### config.mk
export PLATFORM = sky130hd
export DESIGN_NAME = conv_result_buffer
export DESIGN_NICKNAME = d
export VERILOG_FILES = /design/src/rtl/crb_pkg.sv /design/src/rtl/crb_ctrl.sv /design/src/rtl/crb_datapath.sv /design/src/rtl/conv_result_buffer.sv
export SDC_FILE = /design/constraint.sdc
export NUM_CORES = 1
export LEC_CHECK = 0
export CELL_PAD_IN_SITES_DETAIL_PLACEMENT = 0
export CELL_PAD_IN_SITES_GLOBAL_PLACEMENT = 1
export CORE_MARGIN = 2
export CORE_UTILIZATION = 40
export DETAILED_ROUTE_END_ITERATION = 6
export PLACE_DENSITY = 0.83
export SETUP_SLACK_MARGIN = 0.5
export SYNTH_ARGS = -nofsm -noshare
export SYNTH_HDL_FRONTEND = slang
export SYNTH_HIERARCHICAL = 1
export SYNTH_SLANG_ARGS = --single-unit
### constraint.sdc
create_clock -name clk -period 9.8 [get_ports clk]
set_input_delay 1.96 -clock clk [delete_from_list [all_inputs] [get_ports clk]]
set_output_delay 1.96 -clock clk [all_outputs]
set_load 0.1 [all_outputs]
### src/rtl/crb_pkg.sv
package crb_pkg;
  localparam int DATA_W    = 16;
  localparam int NUM_PAIRS = 3;
  localparam int NUM_CH    = 2 * NUM_PAIRS;
  localparam int CH_W      = 3;

  localparam logic [CH_W-1:0] MODE_CYCLE = 3'd6;
  localparam logic [CH_W-1:0] MODE_FIFO  = 3'd7;

  localparam int STAT_VALID_BIT = 3;
  localparam int STAT_OVF_BIT   = 4;

  typedef struct packed {
    logic [NUM_PAIRS-1:0] capture;    // latch the pair's samples
    logic [NUM_PAIRS-1:0] commit;     // conversion finished, store result pair
    logic                 readData;
    logic                 readStatus;
    logic                 fifoMode;
    logic [CH_W-1:0]      readCh;     // addressed channel for fixed/cycle reads
  } ctrlStrobes_t;
endpackage

### src/rtl/crb_ctrl.sv
module crb_ctrl
  import crb_pkg::*;
#(
  parameter int CONV_CYCLES = 20
) (
  input  logic                 clk,
  input  logic                 rstN,
  input  logic [NUM_PAIRS-1:0] holdN,
  input  logic [CH_W-1:0]      modeSel,
  input  logic                 rdStrobe,
  input  logic                 statusSel,
  output ctrlStrobes_t         strobes,
  output logic [NUM_PAIRS-1:0] eoc
);
  localparam int CNT_W = $clog2(CONV_CYCLES + 1);

  logic [NUM_PAIRS-1:0] holdPrev;
  logic [NUM_PAIRS-1:0] startVec;
  logic [NUM_PAIRS-1:0] doneVec;
  logic [CH_W-1:0]      cyclePtr;

  // Reset treats the previous hold level as low, so a hold kept low
  // through reset release produces no falling edge.
  always_ff @(posedge clk) begin
    if (!rstN) holdPrev <= '0;
    else       holdPrev <= holdN;
  end

  for (genvar p = 0; p < NUM_PAIRS; p++) begin : gen_pair
    logic             busyL;
    logic [CNT_W-1:0] cntL;

    assign startVec[p] = holdPrev[p] & ~holdN[p] & ~busyL;
    assign doneVec[p]  = busyL && (cntL == CNT_W'(CONV_CYCLES));

    always_ff @(posedge clk) begin
      if (!rstN) begin
        busyL <= 1'b0;
        cntL  <= '0;
      end else if (doneVec[p]) begin
        busyL <= 1'b0;
      end else if (startVec[p]) begin
        busyL <= 1'b1;
        cntL  <= CNT_W'(1);
      end else if (busyL) begin
        cntL  <= cntL + CNT_W'(1);
      end
    end
  end

  always_ff @(posedge clk) begin
    if (!rstN) eoc <= '0;
    else       eoc <= doneVec;
  end

  always_ff @(posedge clk) begin
    if (!rstN) begin
      cyclePtr <= '0;
    end else if (rdStrobe && !statusSel && modeSel == MODE_CYCLE) begin
      cyclePtr <= (cyclePtr == CH_W'(NUM_CH - 1)) ? '0 : cyclePtr + CH_W'(1);
    end
  end

  always_comb begin
    strobes.capture    = startVec;
    strobes.commit     = doneVec;
    strobes.readData   = rdStrobe & ~statusSel;
    strobes.readStatus = rdStrobe & statusSel;
    strobes.fifoMode   = (modeSel == MODE_FIFO);
    strobes.readCh     = (modeSel == MODE_CYCLE) ? cyclePtr : modeSel;
  end
endmodule

### src/rtl/crb_datapath.sv
module crb_datapath
  import crb_pkg::*;
#(
  parameter int FIFO_DEPTH = 6
) (
  input  logic                     clk,
  input  logic                     rstN,
  input  logic [NUM_CH*DATA_W-1:0] sampleData,
  input  ctrlStrobes_t             strobes,
  output logic [DATA_W-1:0]        dataOut,
  output logic                     dataValid
);
  localparam int LVL_W = $clog2(FIFO_DEPTH + 1);

  logic [NUM_CH*DATA_W-1:0] pendFlat;
  logic [NUM_CH*DATA_W-1:0] resFlat;
  logic [NUM_CH-1:0]        chValid;

  for (genvar c = 0; c < NUM_CH; c++) begin : gen_ch
    logic [DATA_W-1:0] pendL;
    logic [DATA_W-1:0] resL;
    logic              validL;

    always_ff @(posedge clk) begin
      if (!rstN)                     pendL <= '0;
      else if (strobes.capture[c/2]) pendL <= sampleData[c*DATA_W +: DATA_W];
    end

    always_ff @(posedge clk) begin
      if (!rstN)                    resL <= '0;
      else if (strobes.commit[c/2]) resL <= pendL;
    end

    always_ff @(posedge clk) begin
      if (!rstN)
        validL <= 1'b0;
      else if (strobes.commit[c/2])
        validL <= 1'b1;
      else if (strobes.readData && !strobes.fifoMode && strobes.readCh == CH_W'(c))
        validL <= 1'b0;
    end

    assign pendFlat[c*DATA_W +: DATA_W] = pendL;
    assign resFlat[c*DATA_W +: DATA_W]  = resL;
    assign chValid[c]                   = validL;
  end

  // Shift-down FIFO: slot 0 is the head.
  logic [DATA_W-1:0] fifoData [FIFO_DEPTH];
  logic [CH_W-1:0]   fifoCh   [FIFO_DEPTH];
  logic [LVL_W-1:0]  fifoCount;
  logic [DATA_W-1:0] nData    [FIFO_DEPTH];
  logic [CH_W-1:0]   nCh      [FIFO_DEPTH];
  logic [LVL_W-1:0]  nCount;
  logic              overflow;
  logic              ovfSet;
  logic              popNow;
  int                fifoLevel;

  assign popNow = strobes.readData && strobes.fifoMode && (fifoCount != '0);

  always_comb begin
    nData     = fifoData;
    nCh       = fifoCh;
    ovfSet    = 1'b0;
    fifoLevel = int'(fifoCount);
    if (popNow) begin
      for (int s = 1; s < FIFO_DEPTH; s++) begin
        nData[s-1] = fifoData[s];
        nCh[s-1]   = fifoCh[s];
      end
      fifoLevel = fifoLevel - 1;
    end
    for (int p = 0; p < NUM_PAIRS; p++) begin
      if (strobes.fifoMode && strobes.commit[p]) begin
        if (fifoLevel + 2 <= FIFO_DEPTH) begin
          for (int s = 0; s < FIFO_DEPTH; s++) begin
            if (s == fifoLevel) begin
              nData[s] = pendFlat[(2*p)*DATA_W +: DATA_W];
              nCh[s]   = CH_W'(2*p);
            end
            if (s == fifoLevel + 1) begin
              nData[s] = pendFlat[(2*p+1)*DATA_W +: DATA_W];
              nCh[s]   = CH_W'(2*p+1);
            end
          end
          fifoLevel = fifoLevel + 2;
        end else begin
          ovfSet = 1'b1;
        end
      end
    end
    nCount = LVL_W'(fifoLevel);
  end

  always_ff @(posedge clk) begin
    if (!rstN) begin
      fifoCount <= '0;
      overflow  <= 1'b0;
      for (int s = 0; s < FIFO_DEPTH; s++) begin
        fifoData[s] <= '0;
        fifoCh[s]   <= '0;
      end
    end else begin
      fifoCount <= nCount;
      fifoData  <= nData;
      fifoCh    <= nCh;
      if (ovfSet) overflow <= 1'b1;
    end
  end

  // Read word selection.
  logic [DATA_W-1:0] fixData;
  logic              fixValid;
  logic              headValid;
  logic [DATA_W-1:0] selData;
  logic              selValid;
  logic [CH_W-1:0]   selCh;
  logic [DATA_W-1:0] statusWord;

  always_comb begin
    fixData  = '0;
    fixValid = 1'b0;
    for (int c = 0; c < NUM_CH; c++) begin
      if (strobes.readCh == CH_W'(c)) begin
        fixData  = resFlat[c*DATA_W +: DATA_W];
        fixValid = chValid[c];
      end
    end
  end

  assign headValid = (fifoCount != '0);

  always_comb begin
    if (strobes.fifoMode) begin
      selData  = headValid ? fifoData[0] : '0;
      selValid = headValid;
      selCh    = headValid ? fifoCh[0] : '0;
    end else begin
      selData  = fixData;
      selValid = fixValid;
      selCh    = strobes.readCh;
    end
    statusWord                 = '0;
    statusWord[CH_W-1:0]       = selCh;
    statusWord[STAT_VALID_BIT] = selValid;
    statusWord[STAT_OVF_BIT]   = overflow;
  end

  always_ff @(posedge clk) begin
    if (!rstN) begin
      dataOut   <= '0;
      dataValid <= 1'b0;
    end else if (strobes.readData) begin
      dataOut   <= selData;
      dataValid <= selValid;
    end else if (strobes.readStatus) begin
      dataOut   <= statusWord;
      dataValid <= selValid;
    end
  end
endmodule

### src/rtl/conv_result_buffer.sv
module conv_result_buffer
  import crb_pkg::*;
#(
  parameter int CONV_CYCLES = 20,
  parameter int FIFO_DEPTH  = NUM_CH
) (
  input  logic                     clk,
  input  logic                     rstN,
  input  logic [NUM_PAIRS-1:0]     holdN,
  input  logic [NUM_CH*DATA_W-1:0] sampleData,
  input  logic [CH_W-1:0]          modeSel,
  input  logic                     rdStrobe,
  input  logic                     statusSel,
  output logic [DATA_W-1:0]        dataOut,
  output logic                     dataValid,
  output logic [NUM_PAIRS-1:0]     eoc
);
  ctrlStrobes_t strobes;

  crb_ctrl #(.CONV_CYCLES(CONV_CYCLES)) u_ctrl (
    .clk       (clk),
    .rstN      (rstN),
    .holdN     (holdN),
    .modeSel   (modeSel),
    .rdStrobe  (rdStrobe),
    .statusSel (statusSel),
    .strobes   (strobes),
    .eoc       (eoc)
  );

  crb_datapath #(.FIFO_DEPTH(FIFO_DEPTH)) u_dp (
    .clk        (clk),
    .rstN       (rstN),
    .sampleData (sampleData),
    .strobes    (strobes),
    .dataOut    (dataOut),
    .dataValid  (dataValid)
  );
endmodule

==> results.json, run 1 <==
{
  "status": "complete, but fails checks",
  "violations": "DRC",
  "cp-start-kind": "input pin",
  "min-delay-start": "u_dp/gen_ch[4].validL$_SDFFE_PN0P_",
  "post_cts.repair.setup_buffers": 0,
  "dr.pass1.iters": 7,
  "areaGrowthSynthToFinish_pct": 14.0,
  "synthCells": 2759,
  "clk_transition_reported_paths_ns": 0.06,
  "max_freq_mhz": 113,
  "whs_endpoint": "u_dp/gen_ch[4].validL$_SDFFE_PN0P_",
  "grt_pass1_vias": 21200,
  "reg2reg_from": "u_dp/fifoCount[0]$_SDFF_PN0_",
  "skew_ns": 0.0235,
  "post_drt_wl_per_cell_um": 28.4,
  "place_area_mm2": 0.0234,
  "antenna_found_initial": 1,
  "cts.htree.levels": 2,
  "clockBufferDepth": 3,
  "synth-seq-cells": 360,
  "rsz0062_at_grt": "false",
  "synthArstFlopShare": 0,
  "grt_usage": 0.339,
  "cpMostUsedCell": "ha_1",
  "fp.dieW_um": 237,
  "die_h_um": 237,
  "gp_congestion": 0.986,
  "crit_family": "compound AO/OA/AOI/OAI gates",
  "cts_root_buf": "clkbuf_16",
  "core_area_mm2": 0.0538,
  "syn_area_mm2": 0.0218,
  "dp.cells": 3365,
  "synthTopCellsByCount": "425 x nor2_1, 360 x dfxtp_1, 321 x nand2_1",
  "layout.nets": 2839,
  "fin_crit_ns": 8.82,
  "worst-path-buf-inv": 7,
  "n_antenna_cell": 0,
  "yosysTopAreaCellShare": 0.331,
  "instances_no_fill": 3439,
  "slew_viol_final": 0,
  "r2r_cells": 29,
  "ys.flop_type": "dfxtp_1",
  "die_area_mm2": 0.0564,
  "critPathMaxFanout": 33,
  "clk-insertion-delay-late_ns": 0.60,
  "pin_count": 126,
  "worstPathRequired_ns": 10.29,
  "end_kind": "flop",
  "r2r_slack_ns": 2.21,
  "p_sw_uw": 853,
  "drt_iter0_markers": 2921,
  "layout-drive-gt1-share": 0.0930,
  "synth-edff-count": 0,
  "crit_slowest_cell": "clkdlybuf4s50_1",
  "power.ir.vdd_worst_mv": 0.117,
  "ys_seq_area_frac": 0.331,
  "slew_headroom": 0.0457,
  "viasPerCell": 6.49,
  "post-synth-top-count-cell": "nor2_1",
  "yosysWarnings": 6,
  "gr-total-overflow": 0,
  "port_buffers": 125,
  "avgSynthCellArea_um2": 7.90,
  "clock_sinks": 360,
  "grt_pass1_wl_um": 143000,
  "start_util": 0.405,
  "yosys-top-cells-area": "dfxtp_1 33%, mux2i_1 14%, nor2_1 7.3%, nand2_1 5.5%, a21oi_1 4.4%",
  "fillerInstances": 5279,
  "routed_wirelength_um": 97700,
  "synth_nets": 2884,
  "grt_max_degree": 177,
  "ys_types": 105,
  "p_seq_frac": 0.456,
  "hold_path.class": "reg2reg",
  "place_hpwl_um": 66400,
  "cts_tree": "done",
  "hold_buffers": 0,
  "cpPeakStageDelay_ns": 0.56,
  "clkPwrFrac": 0.488,
  "via_count": 22300,
  "p_sw_frac": 0.252,
  "whs_path_depth": 2,
  "drv_cap": 0,
  "crit_type": "in2reg",
  "p_per_area_mw_per_mm2": 136,
  "fin_crit_sh": 0.900,
  "worstMarginPinSlew_ns": 1.43,
  "setup_viol": 0,
  "rows": 85,
  "arrival_ns": 9.30,
  "internal_power_uw": 2530,
  "p_comb_frac": 0.057,
  "route.detailed.drc": 7,
  "synth_area_leader_cell": "dfxtp_1",
  "antenna_left": 0,
  "hold_viol_final": 0,
  "setup_tns_ns": 0,
  "cts_buffers": 43,
  "final_cell_area_mm2": 0.0248,
  "rr_endpoint": "u_dp/fifoData[58]$_SDFF_PN0_",
  "p_leak_uw": 0.00823
}
[routing by layer]
metal	track usage	part of all wire	up-vias	wire [um]
met4	0.233	0.080	0	7860
met2	0.519	0.43	1289	42500
li1	-	-	9873	-
met5	0	0	-	0
met1	0.436	0.40	10800	38900
met3	0.0577	0.086	369	8430
[flip-flops by register name, indices dropped and copies added, names as in the netlist]
register	cells
u_dp/fifoData	96
u_dp/overflow	1
u_dp/dataOut	16
u_ctrl/gen_pair.busyL	3
u_dp/gen_ch.pendL	96
u_ctrl/gen_pair.cntL	15
u_ctrl/eoc	3
u_ctrl/holdPrev	3
u_dp/dataValid	1
u_dp/gen_ch.resL	96
u_ctrl/cyclePtr	3
u_dp/gen_ch.validL	6
u_dp/fifoCount	3
u_dp/fifoCh	18
[worst reg2reg max path: cells and delay by family, from the launching register on]
kind	cells	cell delay, ns
AOI/OAI and AO/OA	9	2.28
adders and majority gates	5	1.64
buffers and inverters	7	1.20
DFF	1	0.39
muxes	1	0.35
and+or+nand+nor	7	1.62
[stage by stage]
stage	hold WS, ns	setup slack [ns]	util	power [uW]
3_3_place_gp	0.463	0.457	0.435	1750
5_1_grt	0.500	0.502	0.461	3470
3_5_place_dp	0.469	0.309	0.435	1760
4_1_cts	0.479	0.864	0.461	3390
6_report	0.479	0.984	0.461	3380
2_1_floorplan	0.448	0.934	-	1640
[final cells by class]
cell class                 count  area [um^2]  share of cell area
multi-input combinational   2055        13300               0.536
sequential                   360         7210               0.290
timing repair buffer         196         1800              0.0725
clock buffer                  58         1190              0.0480
tap                          696          871              0.0351
clock inverter                16          236             0.00952
inverter                      58          225             0.00907
[worst max-delay path by stage]
stage | cells after the start | to | from | slack [ns]
floorplan | 35 | u_dp/fifoData[58]$_SDFF_PN0_ | modeSel[2] | 0.93
global placement | 27 | u_dp/fifoData[17]$_SDFF_PN0_ | modeSel[2] | 0.46
detailed placement | 27 | u_dp/fifoData[28]$_SDFF_PN0_ | modeSel[2] | 0.31
CTS | 27 | u_dp/fifoData[28]$_SDFF_PN0_ | modeSel[2] | 0.86
global route | 28 | u_dp/fifoCh[16]$_SDFF_PN0_ | modeSel[0] | 0.50
finish | 28 | u_dp/fifoData[58]$_SDFF_PN0_ | modeSel[2] | 0.98
[kinds of logic after synthesis]
group / share of synthesized area
adder cells (fa/ha/maj): 0.0109
AND/OR/NAND/NOR: 0.191
buffers and inverters: 0.0652
multiplexers: 0.160
AO/OA/AOI/OAI: 0.238
flip-flops: 0.331
XOR/XNOR: 0.00327
[power by group through the flow]
stage	logic [uW]	clock network, uW	registers [uW]
floorplan	112	0	1530
global placement	185	0	1570
detailed placement	188	0	1570
CTS	189	1670	1540
global route	203	1730	1540
finish	191	1650	1540
[timing repair]
item | in CTS | in global routing
endpoints found under the hold margin | 0 | 0
setup endpoints to repair | 0 | 52
resized for setup | 0 | 6
[layout by cell type, fill, tap and decap left out, types with 43 or more instances in the layout]
| master | synthesis | final |
|---|---|---|
| buf_4 | 9 | 68 |
| a22oi_1 | 51 | 51 |
| a21oi_1 | 191 | 190 |
| nand2_1 | 321 | 319 |
| inv_1 | 51 | 48 |
| o21ai_0 | 79 | 79 |
| a211oi_1 | 53 | 53 |
| o22ai_1 | 86 | 86 |
| clkdlybuf4s50_1 | 0 | 124 |
| nand3_1 | 54 | 54 |
| clkbuf_16 | 0 | 43 |
| mux2i_1 | 304 | 304 |
| dfxtp_1 | 360 | 360 |
| nor2_1 | 425 | 416 |
Power figures use the tool's default switching activity.
==> inputs of run 2 (changes only) <==
--- a/config.mk
+++ b/config.mk
@@ -8,9 +8,10 @@
 export CELL_PAD_IN_SITES_DETAIL_PLACEMENT = 0
 export CELL_PAD_IN_SITES_GLOBAL_PLACEMENT = 1
 export CORE_MARGIN = 2
-export CORE_UTILIZATION = 40
+export CORE_UTILIZATION = 28
 export DETAILED_ROUTE_END_ITERATION = 6
-export PLACE_DENSITY = 0.83
+export PLACE_DENSITY = 0.65
+export RECOVER_POWER = 100
 export SETUP_SLACK_MARGIN = 0.5
 export SYNTH_ARGS = -nofsm -noshare
 export SYNTH_HDL_FRONTEND = slang
==> results.json, run 2 (synthesis gave the netlist of run 1 again) <==
{
  "viasPerCell": 5.86,
  "post_drt_wl_per_cell_um": 26.9,
  "rsz0062_at_grt": "false",
  "hold-worst-slack_ns": 0.486,
  "pin_count": 126,
  "post_cts.repair.setup_buffers": 0,
  "power.ir.vdd_worst_mv": 0.136,
  "reg_top3": "u_dp/fifoData (96), u_dp/gen_ch.pendL (96), u_dp/gen_ch.resL (96)",
  "clk-insertion-delay-late_ns": 0.60,
  "clockBufferDepth": 3,
  "cp-start-kind": "input pin",
  "end_kind": "flop",
  "cts_tree": "done",
  "slew_viol_final": 223,
  "route.detailed.drc": 13,
  "hold_viol_final": 0,
  "post-place-ws_ns": -0.0735,
  "fin_crit_ns": 9.07,
  "dr.pass1.iters": 7,
  "clock_sinks": 360,
  "layout-drive-gt1-share": 0.0963,
  "drv_cap": 4,
  "slew_headroom": -1.65,
  "layout_setup_ws_ns": 0.726,
  "core_area_mm2": 0.0772,
  "drt_iter0_markers": 2550,
  "violations": "DRC, capacitance limit, slew limit",
  "fin_crit_sh": 0.926,
  "hold_buffers": 0,
  "p_leak_uw": 0.00834,
  "gp_congestion": 0.930,
  "final_common_cell": "nor2_1",
  "n_antenna_cell": 0,
  "areaGrowthSynthToFinish_pct": 16.2,
  "mostFrequentLayoutCells": "417 x nor2_1, 360 x dfxtp_1, 319 x nand2_1, 304 x mux2i_1, 190 x a21oi_1",
  "port_buffers": 125,
  "cts_resized": 0,
  "max_freq_mhz": 110,
  "cts.htree.levels": 2,
  "grt_pass1_vias": 20900,
  "skew_ns": 0.0374,
  "setup_viol": 0,
  "worstMarginPinSlew_ns": 3.98,
  "via_count": 22200,
  "gr-total-overflow": 0,
  "status": "complete, but fails checks",
  "antenna_found_initial": 2,
  "crit_type": "in2reg",
  "start_util": 0.282,
  "grt_max_degree": 143,
  "routed_wirelength_um": 102000,
  "fp.dieW_um": 283,
  "place_hpwl_um": 68800,
  "hold_path.class": "reg2reg",
  "worstPathRequired_ns": 10.27,
  "cts_buffers": 43,
  "die_area_mm2": 0.0801,
  "p_per_area_mw_per_mm2": 136,
  "layout.nets": 2842,
  "instances_no_fill": 3791,
  "grt_pass1_wl_um": 146000,
  "rows": 102,
  "antenna_left": 0,
  "critPathMaxFanout": 35,
  "clk_transition_reported_paths_ns": 0.06,
  "utilization": 0.328,
  "cts_root_buf": "clkbuf_16",
  "arrival_ns": 9.55,
  "grt_usage": 0.243,
  "dp.cells": 3712,
  "die_h_um": 283
}
## run 2: cell types whose count changed in the layout (fill, tap and decap cells not counted), moves of 3 or more
cell / previous run / this run
dlygate4sd3_1: 0 / 20
clkdlybuf4s50_1: 124 / 104
and2_1: 7 / 4
inv_2: 2 / 5
clkinv_1: 7 / 4
clkinv_2: 4 / 9
## run 2: per-layer routing
metal  global-route usage  part of all wire  vias to the layer above
li1                     -                 -                     9927
met4                0.120             0.052                        4
met1                0.315              0.41                    10700
met3               0.0492             0.094                      283
met2                0.384              0.45                     1254
met5                    0           0.00023                        -
## run 2: path summary, 6_finish.rpt
kind / start / to / slack (ns) / depth (start not counted)
min reg2reg: u_dp/gen_ch[2].validL$_SDFFE_PN0P_ / u_dp/gen_ch[2].validL$_SDFFE_PN0P_ / 0.49 / 2
max: modeSel[2] / u_dp/fifoData[7]$_SDFF_PN0_ / 0.73 / 28
min: u_dp/gen_ch[2].validL$_SDFFE_PN0P_ / u_dp/gen_ch[2].validL$_SDFFE_PN0P_ / 0.49 / 2
max reg2reg: u_dp/fifoCount[0]$_SDFF_PN0_ / u_dp/fifoData[7]$_SDFF_PN0_ / 1.99 / 28
## run 2: power breakdown
part,total [uW],switching [uW],internal [uW]
Clock,1720,705,1020
Sequential,1540,54.4,1480
Combinational,190,111,79.7
## run 2: worst max-delay path, cell delays in order
cell,delay [ns]
clkdlybuf4s50_1,0.56
and3_2,0.35
nand2_1,0.11
o21ai_0,0.29
nand2_1,0.11
inv_1,0.09
ha_1,0.21
inv_1,0.06
ha_1,0.30
nor4bb_1,0.39
a21boi_0,0.44
nor4_1,0.12
or2_2,0.34
clkinv_1,0.18
ha_1,0.33
inv_1,0.14
a21oi_1,0.29
nor2_1,0.16
o32a_2,0.49
nand2_2,0.22
o21ai_1,0.16
ha_1,0.33
a21oi_1,0.05
a32o_2,0.36
nor4_4,0.25
clkbuf_2,0.81
nand3_1,0.17
o31ai_1,0.22
## run 2: through the flow
| step | instance area (um^2) | TNS, ns | total power [uW] |
|---|---|---|---|
| detailed placement | 23800 | -0.895 | 1760 |
| global placement | 23800 | 0 | 1750 |
| CTS | 25300 | 0 | 3480 |
| finish | 25300 | 0 | 3450 |
| floorplan | 21800 | 0 | 1640 |
| global route | 25300 | 0 | 3550 |
## run 2: final cells by class
type / count / area [um^2]
clock inverters: 24 / 309
inverters: 58 / 225
multi-input cells: 2055 / 13300
fillers: 8091 / 51900
flip-flops and latches: 360 / 7210
repair buffers: 199 / 1790
well taps: 1040 / 1300
clock buffers: 55 / 1180
